### config.mk
export PLATFORM = sky130hd
export DESIGN_NAME = cfq_line_fill_qual
export DESIGN_NICKNAME = d
export VERILOG_FILES = /design/src/rtl/cfq_pkg.sv /design/src/rtl/cfq_flush_sync.sv /design/src/rtl/cfq_page_attr.sv /design/src/rtl/cfq_fill_fsm.sv /design/src/rtl/cfq_line_fill_qual.sv
export SDC_FILE = /design/constraint.sdc
export NUM_CORES = 1
export LEC_CHECK = 0
export BUFFER_PORTS_ARGS = -buffer_cell sky130_fd_sc_hd__buf_2
export CAP_MARGIN = 0
export CORE_AREA = 8 8 45 47
export CTS_CLUSTER_SIZE = 24
export DETAILED_ROUTE_END_ITERATION = 6
export DIE_AREA = 0 0 53 55
export GPL_TIMING_DRIVEN = 0
export PLACE_DENSITY = 0.67
export SLEW_MARGIN = 15
export SYNTH_ARGS = -nofsm -noshare
export SYNTH_HDL_FRONTEND = slang
export SYNTH_HIERARCHICAL = 1
export SYNTH_SLANG_ARGS = --single-unit
### constraint.sdc
create_clock -name clk -period 2.89 [get_ports clk]
set_input_delay 0.7225 -clock clk [delete_from_list [all_inputs] [get_ports clk]]
set_output_delay 0.7225 -clock clk [all_outputs]
set_load 0.02 [all_outputs]
### src/rtl/cfq_pkg.sv
package cfq_pkg;
    typedef enum logic [1:0] {
        ST_IDLE  = 2'd0,
        ST_FIRST = 2'd1,
        ST_BURST = 2'd2
    } fill_state_t;
endpackage

### src/rtl/cfq_flush_sync.sv
module cfq_flush_sync #(
    parameter int STAGES = 2
) (
    input  logic clk,
    input  logic rst_n,
    input  logic flush_n,
    output logic flush_req
);
    // chain[0..STAGES-1] synchronise; chain[STAGES] keeps the previous synced value
    logic [STAGES:0] chain;

    genvar g;
    generate
        for (g = 0; g <= STAGES; g++) begin : g_stage
            if (g == 0) begin : g_head
                always_ff @(posedge clk) begin
                    if (!rst_n) chain[g] <= 1'b1;
                    else        chain[g] <= flush_n;
                end
            end else begin : g_tail
                always_ff @(posedge clk) begin
                    if (!rst_n) chain[g] <= 1'b1;
                    else        chain[g] <= chain[g-1];
                end
            end
        end
    endgenerate

    assign flush_req = chain[STAGES] & ~chain[STAGES-1];

    AST_FLUSH_SINGLE: assert property (@(posedge clk) disable iff (!rst_n)
        flush_req |=> !flush_req);
endmodule

### src/rtl/cfq_page_attr.sv
module cfq_page_attr (
    input  logic clk,
    input  logic rst_n,
    input  logic load,
    input  logic paging_en,
    input  logic page_pwt,
    input  logic page_pcd,
    input  logic cr_cd,
    input  logic bus_hold,
    output logic cache_inhibit,
    output logic pwt_o,
    output logic pcd_o,
    output logic attr_oe
);
    logic pwt_q, pcd_q;

    // translation attributes only count while paging is on
    logic pwt_eff, pcd_page;
    assign pwt_eff  = paging_en & page_pwt;
    assign pcd_page = paging_en & page_pcd;

    assign cache_inhibit = cr_cd | pcd_page;

    always_ff @(posedge clk) begin
        if (!rst_n) begin
            pwt_q <= 1'b0;
            pcd_q <= 1'b0;
        end else if (load) begin
            pwt_q <= pwt_eff;
            pcd_q <= pcd_page & ~cr_cd;
        end
    end

    assign pwt_o   = pwt_q;
    assign pcd_o   = pcd_q;
    assign attr_oe = ~bus_hold;

    AST_PAGING_OFF_PWT: assert property (@(posedge clk) disable iff (!rst_n)
        load && !paging_en |=> !pwt_o && !pcd_o);
    AST_CD_MASKS_PCD: assert property (@(posedge clk) disable iff (!rst_n)
        load && cr_cd |=> !pcd_o);
    AST_PINS_HOLD: assert property (@(posedge clk) disable iff (!rst_n)
        !load |=> $stable(pwt_o) && $stable(pcd_o));
endmodule

### src/rtl/cfq_fill_fsm.sv
module cfq_fill_fsm
    import cfq_pkg::*;
#(
    parameter int BEATS = 4
) (
    input  logic clk,
    input  logic rst_n,
    input  logic cyc_start,
    input  logic cyc_cacheable,
    input  logic cache_inhibit,
    input  logic ken_n,
    input  logic rdy_any,
    output logic start_accept,
    output logic line_fill,
    output logic line_commit
);
    localparam int CNT_W = (BEATS > 2) ? $clog2(BEATS) : 1;
    localparam logic [CNT_W-1:0] LAST_BEAT = CNT_W'(BEATS - 1);

    fill_state_t      state_q, state_d;
    logic [CNT_W-1:0] beat_q, beat_d;
    logic             cach_q, cach_d;
    logic             commit_q, commit_d;
    logic             ken_q;

    // cache enable as seen one clock earlier
    always_ff @(posedge clk) begin
        if (!rst_n) ken_q <= 1'b0;
        else        ken_q <= ~ken_n;
    end

    // state register
    always_ff @(posedge clk) begin
        if (!rst_n) begin
            state_q  <= ST_IDLE;
            beat_q   <= '0;
            cach_q   <= 1'b0;
            commit_q <= 1'b0;
        end else begin
            state_q  <= state_d;
            beat_q   <= beat_d;
            cach_q   <= cach_d;
            commit_q <= commit_d;
        end
    end

    // next state
    always_comb begin
        state_d  = state_q;
        beat_d   = beat_q;
        cach_d   = cach_q;
        commit_d = 1'b0;
        unique case (state_q)
            ST_IDLE: begin
                if (cyc_start) begin
                    state_d = ST_FIRST;
                    cach_d  = cyc_cacheable & ~cache_inhibit;
                end
            end
            ST_FIRST: begin
                if (rdy_any) begin
                    if (cach_q && ken_q) begin
                        state_d = ST_BURST;
                        beat_d  = CNT_W'(1);
                    end else begin
                        state_d = ST_IDLE;
                    end
                end
            end
            ST_BURST: begin
                if (rdy_any) begin
                    if (beat_q == LAST_BEAT) begin
                        state_d  = ST_IDLE;
                        beat_d   = '0;
                        commit_d = ken_q;
                    end else begin
                        beat_d = beat_q + CNT_W'(1);
                    end
                end
            end
            default: state_d = ST_IDLE;
        endcase
    end

    // outputs
    always_comb begin
        start_accept = (state_q == ST_IDLE) && cyc_start;
        line_fill    = (state_q == ST_BURST);
        line_commit  = commit_q;
    end

    AST_FILL_ON_READY: assert property (@(posedge clk) disable iff (!rst_n)
        $rose(line_fill) |-> $past(rdy_any));
    AST_FILL_HOLDS: assert property (@(posedge clk) disable iff (!rst_n)
        line_fill && !rdy_any |=> line_fill);
    AST_COMMIT_AFTER_FILL: assert property (@(posedge clk) disable iff (!rst_n)
        line_commit |-> $past(line_fill));
    AST_COMMIT_PULSE: assert property (@(posedge clk) disable iff (!rst_n)
        line_commit |=> !line_commit);
    AST_NO_ACCEPT_IN_FILL: assert property (@(posedge clk) disable iff (!rst_n)
        line_fill |-> !start_accept);
endmodule

### src/rtl/cfq_line_fill_qual.sv
module cfq_line_fill_qual #(
    parameter int BEATS       = 4,
    parameter int SYNC_STAGES = 2
) (
    input  logic clk,
    input  logic rst_n,
    input  logic cyc_start,
    input  logic cyc_cacheable,
    input  logic ken_n,
    input  logic rdy_n,
    input  logic brdy_n,
    input  logic paging_en,
    input  logic page_pwt,
    input  logic page_pcd,
    input  logic cr_cd,
    input  logic bus_hold,
    input  logic flush_n,
    output logic line_fill,
    output logic line_commit,
    output logic pwt_o,
    output logic pcd_o,
    output logic attr_oe,
    output logic flush_req
);
    logic rdy_any;
    logic start_accept;
    logic cache_inhibit;

    assign rdy_any = ~rdy_n | ~brdy_n;

    cfq_page_attr u_attr (
        .clk          (clk),
        .rst_n        (rst_n),
        .load         (start_accept),
        .paging_en    (paging_en),
        .page_pwt     (page_pwt),
        .page_pcd     (page_pcd),
        .cr_cd        (cr_cd),
        .bus_hold     (bus_hold),
        .cache_inhibit(cache_inhibit),
        .pwt_o        (pwt_o),
        .pcd_o        (pcd_o),
        .attr_oe      (attr_oe)
    );

    cfq_fill_fsm #(.BEATS(BEATS)) u_fsm (
        .clk          (clk),
        .rst_n        (rst_n),
        .cyc_start    (cyc_start),
        .cyc_cacheable(cyc_cacheable),
        .cache_inhibit(cache_inhibit),
        .ken_n        (ken_n),
        .rdy_any      (rdy_any),
        .start_accept (start_accept),
        .line_fill    (line_fill),
        .line_commit  (line_commit)
    );

    cfq_flush_sync #(.STAGES(SYNC_STAGES)) u_flush (
        .clk      (clk),
        .rst_n    (rst_n),
        .flush_n  (flush_n),
        .flush_req(flush_req)
    );

    AST_OE_FOLLOWS_HOLD: assert property (@(posedge clk) disable iff (!rst_n)
        bus_hold |-> !attr_oe);
endmodule

==> impl_metrics.yaml <==
detailed_routing:
  wirelength_um: 984
  firstDrtPassIters: 4
  wl_per_cell_um: 11.1
  ant_nets: 0
  drtIter0Drc: 3
  via_count: 426
  vias_per_cell: 4.79
  drc: 0
global_route:
  grt_pass1_wl_um: 1700
  first_global_vias: 426
  grt_max_degree: 12
  antenna_found_initial: 0
  grt_overflow: 0
  track_usage_pct: 7.90
synth:
  synth_compound_area_share_pct: 13.2
  synth_area_leaders: "dfxtp_1 (48%), nand2b_1 (8.7%), a21boi_1 (6.0%), mux2i_1 (4.0%), nor2b_1 (3.7%)"
  yosysWarnings: 6
  synth_seq_cells: 12
  synth_area_leader_cell: "dfxtp_1"
  ys_types: 22
  seq_area_frac_synth_pct: 47.9
  yosys.area_share.simple_pct: 30.2
  syn_avg_cell_area_um2: 9.84
  synth_xor_area_share_pct: 0
  synth_adder_area_share_pct: 2.49
  synth_most_common_cell: "dfxtp_1"
  synth_edf_count: 0
  synthTopCellsByCount: "dfxtp_1 (12), nand2b_1 (7), a21boi_1 (4)"
  synthArstFlopShare_pct: 0
  synthCells: 51
  synth.top_cell.area_share_pct: 47.9
  muxShareOfSynthArea_pct: 3.99
  synth_area_um2: 502
  synth_top_family_by_area: "simple AND/OR/NAND/NOR gates"
  synthFlopType: "dfxtp_1"
  synth_nets: 65
setup_path:
  crit_type: "register to output port"
  cp.arrival_ps: 1090
  endpoint_kind: "output port"
  crit_fanout: 5
  worstPathRequired_ps: 2170
  cp-start-kind: "register"
job:
  max_cap_violations: 0
clock_tree:
  clk_pin_slew_worst_paths_ps: 80
  cts_buffers: 3
  postCtsResizedCells: 0
  ctsLongestPathBuffers: 2
  clock_sinks: 12
  cts_max_level: 1
  cts_hold_buf: 0
  cts_tree: "done"
  clockRootBuffer: "clkbuf_4"
  clk_latency_ps: 270
  postCtsSetupBuffers: 0
finish:
  antenna_cells: 0
  drive_gt1_share_pct: 34.2
  fin_nets: 88
  num-fill-cells: 146
  syn2layout_area_growth_pct: 29.2
  final_core_util_pct: 46.8
timing:
  rsz0062_at_grt: "no"
  fin_tns_setup_ps: 0
  setup_viol: 0
  fin_skew_ps: 1.60
  fin_ws_ps: 1080
  fin_crit_ps: 1810
  relSlewSlack_pct: 76.8
  hold_viol: 0
  slew_viol_final: 0
  fin_crit_sh_pct: 62.6
  max_freq_mhz: 553
  tightest_slew_ps: 347
power:
  power.density_nw_per_um2: 515
  p_switching_w: 0.0000720
  p_comb_share_pct: 8.7
  p_sw_share_pct: 21.6
  irDropWorstVdd_v: 0.000257
  total_power_w: 0.000334
  power.internal_w: 0.000262
  clkPwrFrac_pct: 39.4
  seqPwrFrac_pct: 51.9
  leakagePower_nw: 0.294
placed_design:
  dpl.hpwl_um: 778
  pre_cts_slack_ps: 1160
  place_congestion: 0.689
  port_buffers: 18
die:
  core-area_um2: 1380
  die_x_um: 53
  start_util_pct: 36.3
  ios: 19
  die_area_um2: 2920
  rows: 14
  die-height_um: 55
run_status:
  outcome: "finished clean"
worst_hold_path:
  min_path_type: "register to register"
## flip-flops by register name, indices dropped and copies added, names as in the netlist
name,flops
u_flush/chain,3
u_attr/pwt_o,1
u_fsm/cach_q,1
u_fsm/line_commit,1
u_fsm/ken_q,1
u_fsm/beat_q,2
u_attr/pcd_o,1
u_fsm/state_q,2
## power by group through the flow
stage / Combinational (W) / Clock (W) / Sequential, W
after floorplan: 0.0000141 / 0 / 0.000178
after global placement: 0.0000286 / 0 / 0.000177
after detailed placement: 0.0000293 / 0 / 0.000177
after CTS: 0.0000294 / 0.000138 / 0.000173
after global routing: 0.0000323 / 0.000146 / 0.000174
final: 0.0000289 / 0.000131 / 0.000173
## kinds of logic after synthesis
| group | Yosys count |
|---|---|
| AO/OA/AOI/OAI | 9 |
| adder cells (fa/ha/maj) | 1 |
| buffers and inverters | 3 |
| flip-flops | 12 |
| multiplexers | 2 |
| AND/OR/NAND/NOR | 24 |
## final timing paths
check | startpoint | endpoint | slack [ps] | depth (start not counted)
max | u_fsm/state_q[0] | line_fill | 1080 | 3
min | u_flush/chain[0] | u_flush/chain[1] | 410 | 1
max reg2reg | u_fsm/state_q[0] | u_attr/pcd_o | 1860 | 3
min reg2reg | u_flush/chain[0] | u_flush/chain[1] | 410 | 1
## per-layer routing
metal  routed length (um)  part of all wire [%]  global-route usage (%)  up-vias
met5                    0                     0                       0        -
met4                    0                     0                    5.17        0
met3                   88                   8.9                    4.28        0
met2                  437                    44                    11.7       15
met1                  458                    47                    8.60      190
li1                     -                     -                       -      221
## cell usage in the layout, fill, tap and decap left out
cell type	n
a21boi_1	4
a21o_1	1
a21oi_1	1
a31oi_1	1
and2_1	1
buf_2	18
clkbuf_4	3
clkbuf_8	1
dfxtp_1	12
ha_1	1
inv_1	2
inv_2	1
mux2i_1	2
nand2_1	2
nand2b_1	7
nand2b_2	1
nand3_1	3
nand3b_1	1
nand4_1	1
nand4b_1	2
nor2_1	2
nor2b_1	3
nor3b_2	1
o221a_1	1
o22ai_1	1
## critical path, stage by stage (launching register included)
cell and delay (ps):
dfxtp_1 360, nand2b_2 230, inv_2 70, buf_2 160
## area by class of cell
type / instances / area [um2] / area share, %
Tap cell: 16 / 20.0 / 3.09
Timing Repair Buffer: 18 / 90.1 / 13.9
Clock buffer: 4 / 36.3 / 5.60
Multi-Input combinational cell: 36 / 250 / 38.6
Sequential cell: 12 / 240 / 37.1
Inverter: 3 / 11.3 / 1.74
## per-stage QoR
step	hold WS [ps]	std cells	area, um2
2_1_floorplan	386	51	502
5_1_grt	430	89	648
6_report	415	89	648
3_3_place_gp	389	85	612
3_5_place_dp	403	85	612
4_1_cts	423	89	648
Power figures use the tool's default switching activity.
